### config.mk
export PLATFORM = sky130hd
export DESIGN_NAME = dram_cmptest
export DESIGN_NICKNAME = d
export VERILOG_FILES = /design/src/rtl/tmc_pkg.sv /design/src/rtl/tmc_sampler.sv /design/src/rtl/tmc_cycle_fsm.sv /design/src/rtl/tmc_datapath.sv /design/src/rtl/dram_cmptest.sv
export SDC_FILE = /design/constraint.sdc
export NUM_CORES = 1
export LEC_CHECK = 0
export BUFFER_PORTS_ARGS = -buffer_cell sky130_fd_sc_hd__clkbuf_2
export CAP_MARGIN = 20
export CORE_MARGIN = 5
export CORE_UTILIZATION = 45
export CTS_BUF_LIST = sky130_fd_sc_hd__clkbuf_4 sky130_fd_sc_hd__clkbuf_8
export DETAILED_ROUTE_END_ITERATION = 8
export GPL_ROUTABILITY_DRIVEN = 1
export GPL_TIMING_DRIVEN = 0
export PLACE_DENSITY_LB_ADDON = 0.3
export SLEW_MARGIN = 20
export SYNTH_ARGS = -nofsm -noshare
export SYNTH_HDL_FRONTEND = slang
export SYNTH_HIERARCHICAL = 1
export SYNTH_SLANG_ARGS = --single-unit
export TNS_END_PERCENT = 10
### constraint.sdc
create_clock -name clk -period 1.69 [get_ports clk]
set_input_delay 0.0845 -clock clk [delete_from_list [all_inputs] [get_ports clk]]
set_output_delay 0.0845 -clock clk [all_outputs]
set_load 0.02 [all_outputs]
### src/rtl/tmc_pkg.sv
`timescale 1ns/1ps
package tmc_pkg;
  typedef enum logic [1:0] {
    ST_IDLE     = 2'd0,
    ST_ACCESS   = 2'd1,
    ST_CBR_HOLD = 2'd2,
    ST_CBR_WAIT = 2'd3
  } cyc_state_t;

  localparam int unsigned LANES = 2;
endpackage

### src/rtl/tmc_sampler.sv
`timescale 1ns/1ps
module tmc_sampler #(
  parameter int ADDR_W = 11,
  parameter int DQ_W   = 8,
  parameter int WE_SU  = 3
) (
  input  logic              clk,
  input  logic              rst_n,
  input  logic              ras_n,
  input  logic              cas_n,
  input  logic              we_n,
  input  logic [ADDR_W-1:0] addr,
  input  logic [DQ_W-1:0]   dq_in,
  output logic              s_ras,
  output logic              s_cas,
  output logic              s_we,
  output logic [ADDR_W-1:0] s_addr,
  output logic [DQ_W-1:0]   s_dq,
  output logic              ras_fall,
  output logic              cas_fall,
  output logic              cas_rise,
  output logic [$clog2(WE_SU+2):0] we_run
);
  localparam int RUN_W = $clog2(WE_SU+2) + 1;
  localparam logic [RUN_W-1:0] RUN_MAX = RUN_W'(WE_SU + 1);

  logic p_ras, p_cas;

  always_ff @(posedge clk or negedge rst_n) begin
    if (!rst_n) begin
      s_ras  <= 1'b1;
      s_cas  <= 1'b1;
      s_we   <= 1'b1;
      p_ras  <= 1'b1;
      p_cas  <= 1'b1;
      s_addr <= '0;
      s_dq   <= '0;
      we_run <= '0;
    end else begin
      s_ras  <= ras_n;
      s_cas  <= cas_n;
      s_we   <= we_n;
      p_ras  <= s_ras;
      p_cas  <= s_cas;
      s_addr <= addr;
      s_dq   <= dq_in;
      if (we_n)
        we_run <= '0;
      else if (we_run != RUN_MAX)
        we_run <= we_run + 1'b1;
    end
  end

  assign ras_fall = p_ras & ~s_ras;
  assign cas_fall = p_cas & ~s_cas;
  assign cas_rise = ~p_cas & s_cas;

  p_run_zero_when_high_r4: assert property (@(posedge clk) disable iff (!rst_n)
    s_we |-> (we_run == '0));
endmodule

### src/rtl/tmc_cycle_fsm.sv
`timescale 1ns/1ps
module tmc_cycle_fsm
  import tmc_pkg::*;
#(
  parameter int ADDR_W     = 11,
  parameter int ROW_W      = 11,
  parameter int ENTRY_BITS = 10,
  parameter int WE_SU      = 3,
  parameter int WE_HD      = 3,
  parameter int CAS_HD     = 8
) (
  input  logic              clk,
  input  logic              rst_n,
  input  logic              s_ras,
  input  logic              s_cas,
  input  logic              s_we,
  input  logic [ADDR_W-1:0] s_addr,
  input  logic              ras_fall,
  input  logic              cas_fall,
  input  logic [$clog2(WE_SU+2):0] we_run,
  output logic              test_mode,
  output logic [ROW_W-1:0]  row_q,
  output logic              col_strobe,
  output logic              col_is_write
);
  localparam int HOLD_MAX = (CAS_HD > WE_HD) ? CAS_HD : WE_HD;
  localparam int HC_W     = $clog2(HOLD_MAX + 1);
  localparam int RUN_W    = $clog2(WE_SU+2) + 1;

  cyc_state_t      state_q;
  logic [HC_W-1:0] hcnt_q, cnt_n;
  logic tm_q, cas_seen_q;
  logic pat_ok_q, su_ok_q, we_at_fall_q;
  logic we_fail_q, cas_fail_q, we_fail_n, cas_fail_n;
  logic window_end, entry_ok;

  always_comb begin
    cnt_n      = hcnt_q + 1'b1;
    we_fail_n  = we_fail_q  | ((cnt_n <= HC_W'(WE_HD))  & s_we);
    cas_fail_n = cas_fail_q | ((cnt_n <= HC_W'(CAS_HD)) & s_cas);
    window_end = (state_q == ST_CBR_HOLD) && (cnt_n == HC_W'(HOLD_MAX));
    entry_ok   = we_at_fall_q & pat_ok_q & su_ok_q & ~we_fail_n & ~cas_fail_n;
  end

  assign col_strobe   = (state_q == ST_ACCESS) & cas_fall & ~s_ras;
  assign col_is_write = ~s_we;
  assign test_mode    = tm_q;

  always_ff @(posedge clk or negedge rst_n) begin
    if (!rst_n) begin
      state_q      <= ST_IDLE;
      hcnt_q       <= '0;
      tm_q         <= 1'b0;
      cas_seen_q   <= 1'b0;
      pat_ok_q     <= 1'b0;
      su_ok_q      <= 1'b0;
      we_at_fall_q <= 1'b0;
      we_fail_q    <= 1'b0;
      cas_fail_q   <= 1'b0;
      row_q        <= '0;
    end else begin
      unique case (state_q)
        ST_IDLE: if (ras_fall) begin
          row_q <= s_addr[ROW_W-1:0];
          if (!s_cas) begin
            state_q      <= ST_CBR_HOLD;
            hcnt_q       <= '0;
            pat_ok_q     <= &s_addr[ENTRY_BITS-1:0];
            we_at_fall_q <= ~s_we;
            su_ok_q      <= ~s_we & (we_run >= RUN_W'(WE_SU + 1));
            we_fail_q    <= 1'b0;
            cas_fail_q   <= 1'b0;
          end else begin
            state_q    <= ST_ACCESS;
            cas_seen_q <= 1'b0;
          end
        end
        ST_ACCESS: begin
          if (col_strobe) cas_seen_q <= 1'b1;
          if (s_ras) begin
            state_q <= ST_IDLE;
            if (!cas_seen_q) tm_q <= 1'b0;
          end
        end
        ST_CBR_HOLD: begin
          hcnt_q     <= cnt_n;
          we_fail_q  <= we_fail_n;
          cas_fail_q <= cas_fail_n;
          if (window_end) begin
            tm_q    <= tm_q ? we_at_fall_q : entry_ok;
            state_q <= ST_CBR_WAIT;
          end
        end
        default: if (s_ras) state_q <= ST_IDLE;
      endcase
    end
  end

  p_tm_flip_in_cycle_r2: assert property (@(posedge clk) disable iff (!rst_n)
    (tm_q != $past(tm_q)) |-> ($past(state_q) == ST_CBR_HOLD || $past(state_q) == ST_ACCESS));

  p_entry_needs_pattern_r3: assert property (@(posedge clk) disable iff (!rst_n)
    $rose(tm_q) |-> (pat_ok_q && su_ok_q && we_at_fall_q));

  p_rasonly_exit_r6: assert property (@(posedge clk) disable iff (!rst_n)
    (state_q == ST_ACCESS && s_ras && !cas_seen_q) |=> !tm_q);

  p_access_keeps_mode_r5: assert property (@(posedge clk) disable iff (!rst_n)
    (state_q == ST_ACCESS && $past(state_q) == ST_ACCESS) |-> $stable(tm_q));
endmodule

### src/rtl/tmc_datapath.sv
`timescale 1ns/1ps
module tmc_datapath
  import tmc_pkg::*;
#(
  parameter int DQ_W  = 8,
  parameter int COL_W = 10
) (
  input  logic                clk,
  input  logic                rst_n,
  input  logic                test_mode,
  input  logic                half_sel,
  input  logic                col_strobe,
  input  logic                col_is_write,
  input  logic [COL_W-1:0]    col_addr,
  input  logic [DQ_W-1:0]     s_dq,
  input  logic                cas_rise,
  input  logic [2*DQ_W-1:0]   arr_rdata,
  output logic [COL_W-1:0]    arr_col,
  output logic                arr_wr_en,
  output logic [LANES-1:0]    arr_lane_en,
  output logic [2*DQ_W-1:0]   arr_wdata,
  output logic                arr_rd_en,
  output logic [DQ_W-1:0]     dq_out,
  output logic                dq_oe
);
  logic [DQ_W-1:0] cmp_vec, sel_vec;
  logic rd_cap_q, rd_tm_q, rd_half_q;

  for (genvar i = 0; i < DQ_W; i++) begin : g_cmp
    assign cmp_vec[i] = ~(arr_rdata[i] ^ arr_rdata[i+DQ_W]);
  end
  assign sel_vec = rd_half_q ? arr_rdata[2*DQ_W-1:DQ_W] : arr_rdata[DQ_W-1:0];

  always_ff @(posedge clk or negedge rst_n) begin
    if (!rst_n) begin
      arr_col     <= '0;
      arr_wr_en   <= 1'b0;
      arr_rd_en   <= 1'b0;
      arr_lane_en <= '0;
      arr_wdata   <= '0;
      rd_cap_q    <= 1'b0;
      rd_tm_q     <= 1'b0;
      rd_half_q   <= 1'b0;
      dq_out      <= '0;
      dq_oe       <= 1'b0;
    end else begin
      arr_wr_en <= col_strobe & col_is_write;
      arr_rd_en <= col_strobe & ~col_is_write;
      rd_cap_q  <= arr_rd_en;
      if (col_strobe) begin
        arr_col     <= col_addr;
        arr_wdata   <= {s_dq, s_dq};
        arr_lane_en <= test_mode ? 2'b11 : (half_sel ? 2'b10 : 2'b01);
        rd_tm_q     <= test_mode;
        rd_half_q   <= half_sel;
      end
      if (rd_cap_q) begin
        dq_out <= rd_tm_q ? cmp_vec : sel_vec;
        dq_oe  <= 1'b1;
      end else if (cas_rise || arr_wr_en) begin
        dq_oe  <= 1'b0;
      end
    end
  end

  p_tm_both_lanes_r9: assert property (@(posedge clk) disable iff (!rst_n)
    (arr_wr_en && test_mode) |-> (arr_lane_en == 2'b11 &&
      arr_wdata[2*DQ_W-1:DQ_W] == arr_wdata[DQ_W-1:0]));

  p_norm_one_lane_r11: assert property (@(posedge clk) disable iff (!rst_n)
    (arr_wr_en && !test_mode) |-> ($countones(arr_lane_en) == 1));

  p_oe_off_after_cas_r13: assert property (@(posedge clk) disable iff (!rst_n)
    (cas_rise && !rd_cap_q) |=> !dq_oe);

  p_wr_rd_excl_r13: assert property (@(posedge clk) disable iff (!rst_n)
    !(arr_wr_en && arr_rd_en));
endmodule

### src/rtl/dram_cmptest.sv
`timescale 1ns/1ps
module dram_cmptest
  import tmc_pkg::*;
#(
  parameter int ADDR_W     = 11,
  parameter int ROW_W      = 11,
  parameter int COL_W      = 10,
  parameter int DQ_W       = 8,
  parameter int ENTRY_BITS = 10,
  parameter int WE_SU_CYC  = 3,
  parameter int WE_HD_CYC  = 3,
  parameter int CAS_HD_CYC = 8
) (
  input  logic                clk,
  input  logic                rst_n,
  input  logic                ras_n,
  input  logic                cas_n,
  input  logic                we_n,
  input  logic [ADDR_W-1:0]   addr,
  input  logic [DQ_W-1:0]     dq_in,
  input  logic [2*DQ_W-1:0]   arr_rdata,
  output logic                test_mode,
  output logic [ROW_W-2:0]    arr_row,
  output logic [COL_W-1:0]    arr_col,
  output logic                arr_wr_en,
  output logic [LANES-1:0]    arr_lane_en,
  output logic [2*DQ_W-1:0]   arr_wdata,
  output logic                arr_rd_en,
  output logic [DQ_W-1:0]     dq_out,
  output logic                dq_oe
);
  localparam int RUN_W = $clog2(WE_SU_CYC+2) + 1;

  logic              s_ras, s_cas, s_we;
  logic [ADDR_W-1:0] s_addr;
  logic [DQ_W-1:0]   s_dq;
  logic              ras_fall, cas_fall, cas_rise;
  logic [RUN_W-1:0]  we_run;
  logic [ROW_W-1:0]  row_q;
  logic              col_strobe, col_is_write;

  tmc_sampler #(.ADDR_W(ADDR_W), .DQ_W(DQ_W), .WE_SU(WE_SU_CYC)) u_smp (
    .clk(clk), .rst_n(rst_n), .ras_n(ras_n), .cas_n(cas_n), .we_n(we_n),
    .addr(addr), .dq_in(dq_in), .s_ras(s_ras), .s_cas(s_cas), .s_we(s_we),
    .s_addr(s_addr), .s_dq(s_dq), .ras_fall(ras_fall), .cas_fall(cas_fall),
    .cas_rise(cas_rise), .we_run(we_run));

  tmc_cycle_fsm #(.ADDR_W(ADDR_W), .ROW_W(ROW_W), .ENTRY_BITS(ENTRY_BITS),
    .WE_SU(WE_SU_CYC), .WE_HD(WE_HD_CYC), .CAS_HD(CAS_HD_CYC)) u_fsm (
    .clk(clk), .rst_n(rst_n), .s_ras(s_ras), .s_cas(s_cas), .s_we(s_we),
    .s_addr(s_addr), .ras_fall(ras_fall), .cas_fall(cas_fall), .we_run(we_run),
    .test_mode(test_mode), .row_q(row_q), .col_strobe(col_strobe),
    .col_is_write(col_is_write));

  assign arr_row = row_q[ROW_W-2:0];

  tmc_datapath #(.DQ_W(DQ_W), .COL_W(COL_W)) u_dp (
    .clk(clk), .rst_n(rst_n), .test_mode(test_mode), .half_sel(row_q[ROW_W-1]),
    .col_strobe(col_strobe), .col_is_write(col_is_write),
    .col_addr(s_addr[COL_W-1:0]), .s_dq(s_dq), .cas_rise(cas_rise),
    .arr_rdata(arr_rdata), .arr_col(arr_col), .arr_wr_en(arr_wr_en),
    .arr_lane_en(arr_lane_en), .arr_wdata(arr_wdata), .arr_rd_en(arr_rd_en),
    .dq_out(dq_out), .dq_oe(dq_oe));

  p_mode_steady_ras_high_r8: assert property (@(posedge clk) disable iff (!rst_n)
    ($past(s_ras) && s_ras && $past(s_ras, 2)) |-> $stable(test_mode));
endmodule

==> flow_summary_export.csv <==
group,metric,value,unit
run_status,outcome,"complete, no violations",
floorplan,core,7730,sq um
routing,dr_total_vias,2628,
synth,synth_top_family_by_area,"simple AND/OR/NAND/NOR gates",
routing,first_pass_iters,4,
pwr,ir_drop,0.900,mV
final_layout,layout.nets,469,
grt,grt_pass1_vias,2732,
synth,synth_cell_types,48,
grt,use_met3,7.22,%
synth,synth-edff-count,0,
pwr,power_leakage,2.35,nW
critical_path,arrival,1.86,ns
cts,clockBufferDepth,2,
sta,tightestPinTransition,0.667,ns
flow_run,cap_violations,0,
synth,async_reset_ff_share,100,%
sta,rsz0062_at_grt,"true",
pwr,combPwrFrac,32.2,%
grt,grt_busiest_layer,"met2",
pwr,power_frac_seq,46.7,%
critical_path,start_kind,"flip-flop",
floorplan,die_h,99.1,um
synth,synth_simple_gate_area_share,15.5,%
synth,synth_compound_area_share,9.12,%
critical_path,required,1.92,ns
synth,syn-cell-area,3570,sq um
sta,whs,0.0153,ns
sta,fmax,615,MHz
cts,htreeDepth,3,
place,dp_hpwl,5.29,mm
cts,cts_buffers,9,
cts,cts_tree,"yes",
pwr,p_int,0.00395,W
sta,finalHoldViolations,0,
grt,met1_usage,19.7,%
routing,drt_iter0_markers,138,
synth,muxShareOfSynthArea,9.29,%
routing,wirelength,7.84,mm
routing,drtAntennaViolNets,0,
synth,syn_inst,297,
floorplan,dieArea,9810,sq um
synth,synth-xor-area-share,0,%
synth,syn_nets,340,
final_layout,layout.cells.most_common,"clkbuf_2",
routing,drc_errors,0,
cts,clkSlewWorstSetupHoldPaths,0.08,ns
routing,via_per_inst,4.93,
cts,numClockSinks,86,
hold_path,min_path_type,"in2reg",
final_layout,syn_to_final_growth,32.0,%
synth,synth_fa_ha_area_share,1.05,%
synth,ys_warn_count,6,
pwr,power_frac_clock,21.0,%
sta,period_share,96.2,%
pwr,cellPowerDensity,1310,nW/um^2
sta,finalCriticalPeriod,1.63,ns
grt,grt.total_usage,16.5,%
final_layout,layout_common_cells,"clkbuf_2 (89), dfrtp_1 (80), nand2_1 (53)",
sta,drv_slew,0,
final_layout,final_util,60.9,%
synth,avgSynthCellArea,12.0,sq um
sta,setup_viol,0,
pwr,p_switching,0.00221,W
pwr,swShare,35.9,%
critical_path,end_kind,"flip-flop",
place,gp_congestion,0.751,
routing,wl_per_cell,14.7,um
grt,grt_antenna_before_repair,0,
synth,synth_ff_type,"dfrtp_1",
grt,grt_max_degree,87,
sta,finalClockSkew,0.00710,ns
sta,relSlewSlack,55.5,%
grt,grt_overflow_total,0,
final_layout,insertedDiodeCount,0,
floorplan,rows,32,
synth,synth-seq-cells,86,
final_layout,drive_above_1_share,39.9,%
cts,ctsRootBufferMaster,"clkbuf_8",
cts,clk_latency,0.35,ns
floorplan,initial_core_util,46.2,%
grt,grt_first_pass_wirelength,12.9,mm
critical_path,path_max_fanout,10,
sta,fin_tns_setup,0,ns
critical_path,path_class,"reg2reg",
synth,synth_seq_area_share,60.5,%
floorplan,boundaryPins,90,
grt,global_route.usage.met2,27.0,%
place,portBuffers,89,
floorplan,die_w,99.1,um
worst max-delay path: stages, from the launching register on:
cell and delay [ns]:
dfstp_2 0.54, nor2b_4 0.14, nor3b_4 0.21, buf_6 0.18
buf_8 0.15, mux2_4 0.30
logic make-up after synthesis:
kind of cell | count (synthesis)
multiplexers | 30
AO/OA/AOI/OAI | 41
buffers and inverters | 25
flip-flops | 86
AND/OR/NAND/NOR | 112
adder cells (fa/ha/maj) | 3
layer usage:
metal / vias to the layer above / share of wire (%)
met3: 11 / 8.7
li1: 1275 / -
met2: 89 / 48
met5: - / 0
met1: 1253 / 42
met4: 0 / 1.3
path summary, 6_finish.rpt:
path,startpoint,endpoint,slack [ns],cells after the start
setup / recovery,u_smp/p_cas,u_dp/arr_wdata[13],0.06,5
hold / removal,arr_rdata[6],u_dp/dq_out[6],0.02,3
setup reg to reg,u_smp/p_cas,u_dp/arr_wdata[13],0.06,5
hold reg to reg,u_smp/s_ras,u_smp/p_ras,0.39,0
max in group asynchronous,rst_n,u_fsm/state_q[0],0.86,2
min in group asynchronous,rst_n,u_smp/we_run[1],0.33,2
power by group through the flow:
| stage | logic, W | clock network [W] | registers (W) |
|---|---|---|---|
| 2_1_floorplan | 0.000899 | 0 | 0.00322 |
| 3_3_place_gp | 0.00186 | 0 | 0.00290 |
| 3_5_place_dp | 0.00191 | 0 | 0.00291 |
| 4_1_cts | 0.00196 | 0.00133 | 0.00288 |
| 5_1_grt | 0.00217 | 0.00142 | 0.00295 |
| 6_report | 0.00199 | 0.00130 | 0.00288 |
stage by stage:
step                      instances  cell area, sq um  worst slack [ns]  power [W]
final                           533              4710            0.0638    0.00617
after global routing            533              4710           -0.0768    0.00654
after CTS                       531              4610           0.00123    0.00617
after detailed placement        488              4150            -0.292    0.00482
after global placement          488              4140            -0.393    0.00476
after floorplan                 297              3570           0.00321    0.00412
layout make-up:
| cell class | count | area [sq um] |
|---|---|---|
| plain buffers | 20 | 170 |
| clock buffers | 10 | 131 |
| clock inverters | 6 | 45.0 |
| fillers | 613 | 3020 |
| inverters | 5 | 18.8 |
| multi-input cells | 186 | 1310 |
| flip-flops and latches | 86 | 2160 |
| well taps | 102 | 128 |
| repair buffers | 118 | 751 |
state kept, by name, summed over array words and instances, names as in the netlist, 2 cells and up:
name	count
u_dp/arr_col	10
u_smp/s_addr	11
u_fsm/state_q	2
u_fsm/hcnt_q	4
u_dp/arr_wdata	8
u_smp/we_run	4
u_dp/arr_lane_en	2
u_fsm/row_q	11
u_smp/s_dq	8
u_dp/dq_out	8
synth_stat cells (all sizes together), types with 3 or more instances:
cell    number  area (sq um)
dfrtp       81          2030
nand2       53           199
mux2        22           251
buf         18           128
nor2        18          67.6
o21ai        9          45.0
mux2i        8          80.1
nor3b        8          60.1
nor2b        7          43.8
o32a         7          70.1
nand2b       6          37.5
dfstp        5           131
inv          5          18.8
nand3        5          25.0
a22o         4          36.3
a21oi        3          15.0
a31oi        3          18.8
and3b        3          30.0
ha           3          37.5
o21bai       3          22.5
repair_timing:
action	4_1_cts	5_1_grt
hold buffers	23	0
endpoints found under the setup margin	24	29
buffers inserted	4	1
gates resized for setup	6	19
pin swaps	0	0
cloned	0	1
endpoints found under the hold margin	103	0
Power figures use the tool's default switching activity.
